--- src/rtl/fbgeom_pkg.sv ---
package fbgeom_pkg;
  typedef enum logic [1:0] {
    FMT_NONE   = 2'd0,
    FMT_RGB565 = 2'd1,
    FMT_XRGBLE = 2'd2,
    FMT_XRGBBE = 2'd3
  } pixFmt_t;

  // Strobes from control to datapath
  typedef struct packed {
    logic loadGeom;
  } geomStrobe_t;
endpackage

--- src/rtl/fbgeom_datapath.sv ---
module fbgeom_datapath
  import fbgeom_pkg::*;
#(
  parameter int COORD_W = 16,
  parameter int MEM_W   = 40,
  parameter int MIN_DIM = 64
) (
  input  logic               clk,
  input  logic               rst_n,
  input  logic [COORD_W-1:0] depthCode,
  input  logic [COORD_W-1:0] xRes,
  input  logic [COORD_W-1:0] yRes,
  input  logic [COORD_W-1:0] virtWidth,
  input  logic [COORD_W-1:0] xPan,
  input  logic [COORD_W-1:0] yPan,
  input  logic               bigEndianFb,
  input  logic [MEM_W-1:0]   vramBytes,
  input  geomStrobe_t        strobe,
  output logic               depthOk,
  output logic               dimOk,
  output logic               fitOk,
  output logic               geomDiffers,
  output pixFmt_t            fmtQ,
  output logic [2:0]         bytesQ,
  output logic [MEM_W-1:0]   strideQ,
  output logic [MEM_W-1:0]   sizeQ,
  output logic [MEM_W-1:0]   offsetQ
);
  localparam logic [COORD_W-1:0] MIN_V = COORD_W'(MIN_DIM);

  pixFmt_t            fmtN;
  logic [2:0]         bytesN;
  logic [COORD_W-1:0] effWidth;
  logic [MEM_W-1:0]   strideN, sizeN, offsetN;
  logic [MEM_W:0]     endAddr;

  always_comb begin
    fmtN    = FMT_NONE;
    bytesN  = 3'd0;
    depthOk = 1'b0;
    if (depthCode == COORD_W'(16)) begin
      fmtN    = FMT_RGB565;
      bytesN  = 3'd2;
      depthOk = 1'b1;
    end else if (depthCode == COORD_W'(32)) begin
      fmtN    = bigEndianFb ? FMT_XRGBBE : FMT_XRGBLE;
      bytesN  = 3'd4;
      depthOk = 1'b1;
    end
  end

  always_comb begin
    effWidth = (virtWidth < xRes) ? xRes : virtWidth;
    strideN  = MEM_W'(effWidth) * MEM_W'(bytesN);
    sizeN    = strideN * MEM_W'(yRes);
    offsetN  = MEM_W'(xPan) * MEM_W'(bytesN) + MEM_W'(yPan) * strideN;
    endAddr  = {1'b0, offsetN} + {1'b0, sizeN};
    dimOk    = (xRes >= MIN_V) && (yRes >= MIN_V);
    fitOk    = endAddr <= {1'b0, vramBytes};
    geomDiffers = (fmtN != fmtQ) || (bytesN != bytesQ) || (strideN != strideQ)
               || (sizeN != sizeQ) || (offsetN != offsetQ);
  end

  always_ff @(posedge clk or negedge rst_n) begin
    if (!rst_n) begin
      fmtQ    <= FMT_NONE;
      bytesQ  <= '0;
      strideQ <= '0;
      sizeQ   <= '0;
      offsetQ <= '0;
    end else if (strobe.loadGeom) begin
      fmtQ    <= fmtN;
      bytesQ  <= bytesN;
      strideQ <= strideN;
      sizeQ   <= sizeN;
      offsetQ <= offsetN;
    end
  end
endmodule

--- src/rtl/fbgeom_ctrl.sv ---
module fbgeom_ctrl
  import fbgeom_pkg::*;
(
  input  logic        clk,
  input  logic        rst_n,
  input  logic        enableBit,
  input  logic        depthOk,
  input  logic        dimOk,
  input  logic        fitOk,
  input  logic        geomDiffers,
  output geomStrobe_t strobe,
  output logic        validQ,
  output logic        changedQ
);
  logic legal;
  logic pulseN;

  always_comb begin
    legal           = enableBit && depthOk && dimOk && fitOk;
    strobe.loadGeom = legal;
    pulseN          = (legal != validQ) || (legal && geomDiffers);
  end

  always_ff @(posedge clk or negedge rst_n) begin
    if (!rst_n) begin
      validQ   <= 1'b0;
      changedQ <= 1'b0;
    end else begin
      validQ   <= legal;
      changedQ <= pulseN;
    end
  end
endmodule

--- src/rtl/fbgeom_top.sv ---
module fbgeom_top
  import fbgeom_pkg::*;
#(
  parameter int COORD_W = 16,
  parameter int MEM_W   = 40,
  parameter int MIN_DIM = 64
) (
  input  logic               clk,
  input  logic               rst_n,
  input  logic [COORD_W-1:0] enableWord,
  input  logic [COORD_W-1:0] depthCode,
  input  logic [COORD_W-1:0] xRes,
  input  logic [COORD_W-1:0] yRes,
  input  logic [COORD_W-1:0] virtWidth,
  input  logic [COORD_W-1:0] xPan,
  input  logic [COORD_W-1:0] yPan,
  input  logic               bigEndianFb,
  input  logic [MEM_W-1:0]   vramBytes,
  output logic               modeValid,
  output logic               modeChanged,
  output logic [1:0]         pixFormat,
  output logic [2:0]         bytesPerPixel,
  output logic [MEM_W-1:0]   lineStride,
  output logic [MEM_W-1:0]   regionSize,
  output logic [MEM_W-1:0]   startOffset
);
  geomStrobe_t strobe;
  logic        depthOk, dimOk, fitOk, geomDiffers;
  pixFmt_t     fmtQ;

  fbgeom_ctrl u_ctrl (
    .clk(clk), .rst_n(rst_n), .enableBit(enableWord[0]),
    .depthOk(depthOk), .dimOk(dimOk), .fitOk(fitOk), .geomDiffers(geomDiffers),
    .strobe(strobe), .validQ(modeValid), .changedQ(modeChanged)
  );

  fbgeom_datapath #(.COORD_W(COORD_W), .MEM_W(MEM_W), .MIN_DIM(MIN_DIM)) u_dp (
    .clk(clk), .rst_n(rst_n), .depthCode(depthCode), .xRes(xRes), .yRes(yRes),
    .virtWidth(virtWidth), .xPan(xPan), .yPan(yPan), .bigEndianFb(bigEndianFb),
    .vramBytes(vramBytes), .strobe(strobe), .depthOk(depthOk), .dimOk(dimOk),
    .fitOk(fitOk), .geomDiffers(geomDiffers), .fmtQ(fmtQ), .bytesQ(bytesPerPixel),
    .strideQ(lineStride), .sizeQ(regionSize), .offsetQ(startOffset)
  );

  assign pixFormat = fmtQ;
endmodule

--- config.mk ---
export PLATFORM = sky130hd
export DESIGN_NAME = fbgeom_top
export DESIGN_NICKNAME = d
export VERILOG_FILES = /design/src/rtl/fbgeom_pkg.sv /design/src/rtl/fbgeom_datapath.sv /design/src/rtl/fbgeom_ctrl.sv /design/src/rtl/fbgeom_top.sv
export SDC_FILE = /design/constraint.sdc
export NUM_CORES = 2
export LEC_CHECK = 0
export ABC_CLOCK_PERIOD_IN_PS = 7090
export BUFFER_PORTS_ARGS = -buffer_cell sky130_fd_sc_hd__buf_2
export CAP_MARGIN = 20
export CORE_ASPECT_RATIO = 0.7
export CORE_MARGIN = 8
export CORE_UTILIZATION = 50
export CTS_CLUSTER_DIAMETER = 60
export DETAILED_ROUTE_END_ITERATION = 8
export PLACE_DENSITY = 0.71
export SYNTH_ARGS = -nofsm -noshare
export SYNTH_HDL_FRONTEND = slang
export SYNTH_SLANG_ARGS = --single-unit
--- constraint.sdc ---
create_clock -name clk -period 7.09 [get_ports clk]
set_clock_uncertainty 0.05 [all_clocks]
set_input_delay 0.3545 -clock clk [delete_from_list [all_inputs] [get_ports clk]]
set_output_delay 0.3545 -clock clk [all_outputs]
set_load 0.005 [all_outputs]
==> qor.csv <==
metric;value;unit
fin_crit;12.90;ns
fin_tns_setup;-528.51;ns
synthCells;3607;
cts_tree;yes;
io_pins;282;
wirelength;110900;µm
initial_core_util;50.41;%
p_comb_share;22.9;%
maxCapViolations;0;
ir_drop;119.2;µV
fin_ws;-5.808;ns
crit_family;adder cells;
drt_iter0_drc;2966;
max_freq;77.53;MHz
cts_made_buffers;9;
p_leak;22.72;nW
setup_viol;92;
clock_tree.buffer_depth;2;
rr_worst_depth;14;
fin_util;68.22;%
yosysWarningCount;0;
multi_input_area;27420;µm²
antenna_found_initial;6;
seqCellArea;2302;µm²
drive_gt1_share;33.01;%
crit_type;input pin to flop;
wire_per_inst;20.65;µm
layout.cells.non_filler;5370;
syn_to_final_growth;35.32;%
arrival;13.10;ns
r2r_end;u_ctrl.changedQ$_DFF_PN0_;
cpMostUsedCell;fa_1;
seq_power_share;39.9;%
synthTopCellsByArea;fa_1 31%, ha_1 14%, inv_1 7.7%;
gr-usage-all-layers;30.01;%
status;complete, but fails checks;
syn_area;30920;µm²
powerDensity;31.43;nW/µm²
async_reset_ff_share;100.0;%
p_switching;0.4128;mW
htree_levels;3;
crit_start;xRes[9];
fill_cells;4739;
fin_nets;5529;
clk_pin_slew;0.07;ns
swShare;31.39;%
netlist.area_leader.share;31.01;%
gp_congestion;0.9889;
grt_pass1_wl;166700;µm
seq_area_frac_synth;7.445;%
r2r_slack;3.11;ns
grt_max_degree;77;
pwr-share-clk;37.2;%
insertion_delay;0.38;ns
synth_area_per_cell;8.572;µm²
hold_path.class;input pin to async pin;
cpPeakStageDelay;0.54;ns
place_inst;5236;
worst_setup_path_end_kind;flop;
rsz0062_at_grt;yes;
crit_path_end;u_dp.sizeQ[16]$_DFFE_PN0P_;
first_pass_iters;8;
hpwl;90840;µm
dieArea;70180;µm²
max_slew_margin;18.67;%
vias;29660;
fp.dieW;313.2;µm
ys_types;88;
vias_per_cell;5.522;
worst_pin_slew;1.217;ns
crit_required;7.29;ns
cp_num_buf_inv;14;
crit_path_start_kind;input pin;
rows;76;
synth_common_cells;636 x inv_1, 479 x fa_1, 418 x nand2_1, 350 x ha_1, 297 x and2_1;
cts_root_buffer;clkbuf_16;
synth_seq_cells;92;
synth-edff-count;0;
yosys.area.top_type;fa_1;
cp_max_fo;8;
synth.most_common_cell;inv_1;
crit_path_top_delay_cell;fa_1;
failed_checks;setup timing;
power;1.315;mW
finalMaxSlewViolations;0;
synth_ff_type;dfrtp_1;
cts.sinks;92;
final_antenna_net_count;0;
drcViolationCount;0;
p_int;0.9022;mW
timing.final.crit_share;181.9;%
io_buffers;232;
rr_startpoint;u_dp.sizeQ[9]$_DFFE_PN0P_;
gr-total-overflow;0;
core_area;61330;µm²
hold_viol;0;
critical_path_cell_count;61;
die_h;224.1;µm
grt_pass1_vias;29620;
==> kinds of logic after synthesis <==
kind of cell	count (synthesis)	share of synthesized area, %
other	1	0.01213
multiplexers	96	3.411
AND/OR/NAND/NOR	1144	18.57
XOR/XNOR	174	5.390
adder cells (fa/ha/maj)	829	45.17
buffers and inverters	834	10.61
flip-flops	92	7.445
AO/OA/AOI/OAI	437	9.384
==> registers in the layout, indices dropped and copies added (netlist names) <==
register	count
u_ctrl.validQ	1
u_ctrl.changedQ	1
u_dp.offsetQ	35
u_dp.bytesQ	2
u_dp.fmtQ	1
u_dp.strideQ	18
u_dp.sizeQ	34
==> power groups by stage <==
stage	Combinational [mW]	Clock, mW	Sequential (mW)
after detailed placement	0.265	0	0.535
after floorplan	0.103	0	0.535
after CTS	0.280	0.483	0.524
after global routing	0.321	0.507	0.524
after global placement	0.260	0	0.535
final	0.302	0.489	0.524
==> routing by layer <==
metal	track usage, %	part of all wire, %	vias up
li1	-	-	13300
met1	42.33	42	14610
met2	46.93	45	1520
met3	6.814	11	233
met4	6.879	3.0	0
met5	0	0	-
==> how the worst min path moves through the flow <==
stage	from	endpoint	slack, ns	cells after the start
final	rst_n	u_dp.offsetQ[35]$_DFFE_PN0P_	0.34	2
after CTS	rst_n	u_dp.offsetQ[35]$_DFFE_PN0P_	0.33	2
after floorplan	rst_n	u_ctrl.changedQ$_DFF_PN0_	0.009	0
after detailed placement	rst_n	u_dp.offsetQ[35]$_DFFE_PN0P_	0.19	1
after global routing	rst_n	u_dp.offsetQ[32]$_DFFE_PN0P_	0.36	2
after global placement	rst_n	u_dp.offsetQ[35]$_DFFE_PN0P_	0.19	1
==> metrics by stage <==
| stage | instance area, µm² | worst slack [ns] | hold WS (ns) |
|---|---|---|---|
| after floorplan | 31550 | -5.908 | 0.008909 |
| after global placement | 38650 | -6.459 | 0.1863 |
| after detailed placement | 38650 | -6.691 | 0.1857 |
| after CTS | 40590 | -5.508 | 0.3318 |
| after global routing | 41840 | -6.244 | 0.3636 |
| final | 41840 | -5.808 | 0.3398 |
==> what timing repair did <==
| action | 4_1_cts | 5_1_grt |
|---|---|---|
| gates cloned | 4 | 8 |
| resized for setup | 218 | 154 |
| hold endpoints to repair | 16 | 0 |
| setup buffers | 56 | 47 |
| endpoints found under the setup margin | 92 | 92 |
| hold buffers | 1 | 0 |
| pin swaps | 114 | 117 |
==> worst register-to-register path, cell delays in order (launching register included) <==
cell and delay (ns):
dfrtp_1 0.47, nand2b_1 0.17, a211oi_1 0.11, nor4_1 0.38, nand4_1 0.23, a211oi_1 0.27
buf_4 0.16, o2111ai_1 0.17, nor4_1 0.39, nand4_1 0.27, buf_4 0.21, or4_1 0.47
nor4_1 0.31, buf_4 0.17, a21oi_1 0.05
==> layout make-up <==
| type | count | area share, % |
|---|---|---|
| inverter | 637 | 5.726 |
| clock buffer | 10 | 0.5472 |
| tap | 819 | 2.449 |
| sequential | 92 | 5.502 |
| clock inverter | 6 | 0.1136 |
| timing repair buffer | 1091 | 20.12 |
| multi-input combinational | 2714 | 65.54 |
| antenna | 1 | 0.005981 |
==> cell usage in the layout (no fill, tap or decap), types with 26 or more instances in the layout <==
master	n
inv_1	609
o21ai_0	48
dfrtp_1	92
a21oi_1	100
xnor2_1	88
xor2_1	42
nand2_1	396
conb_1	34
inv_2	26
and2_1	286
ha_4	45
a21o_1	48
buf_2	228
nor2_1	118
nand2b_1	34
mux2_2	56
buf_6	32
buf_4	778
buf_12	37
nand4_1	40
nor3_1	41
ha_1	298
nand3_1	31
fa_1	474
(Power assumes the default switching activity.)
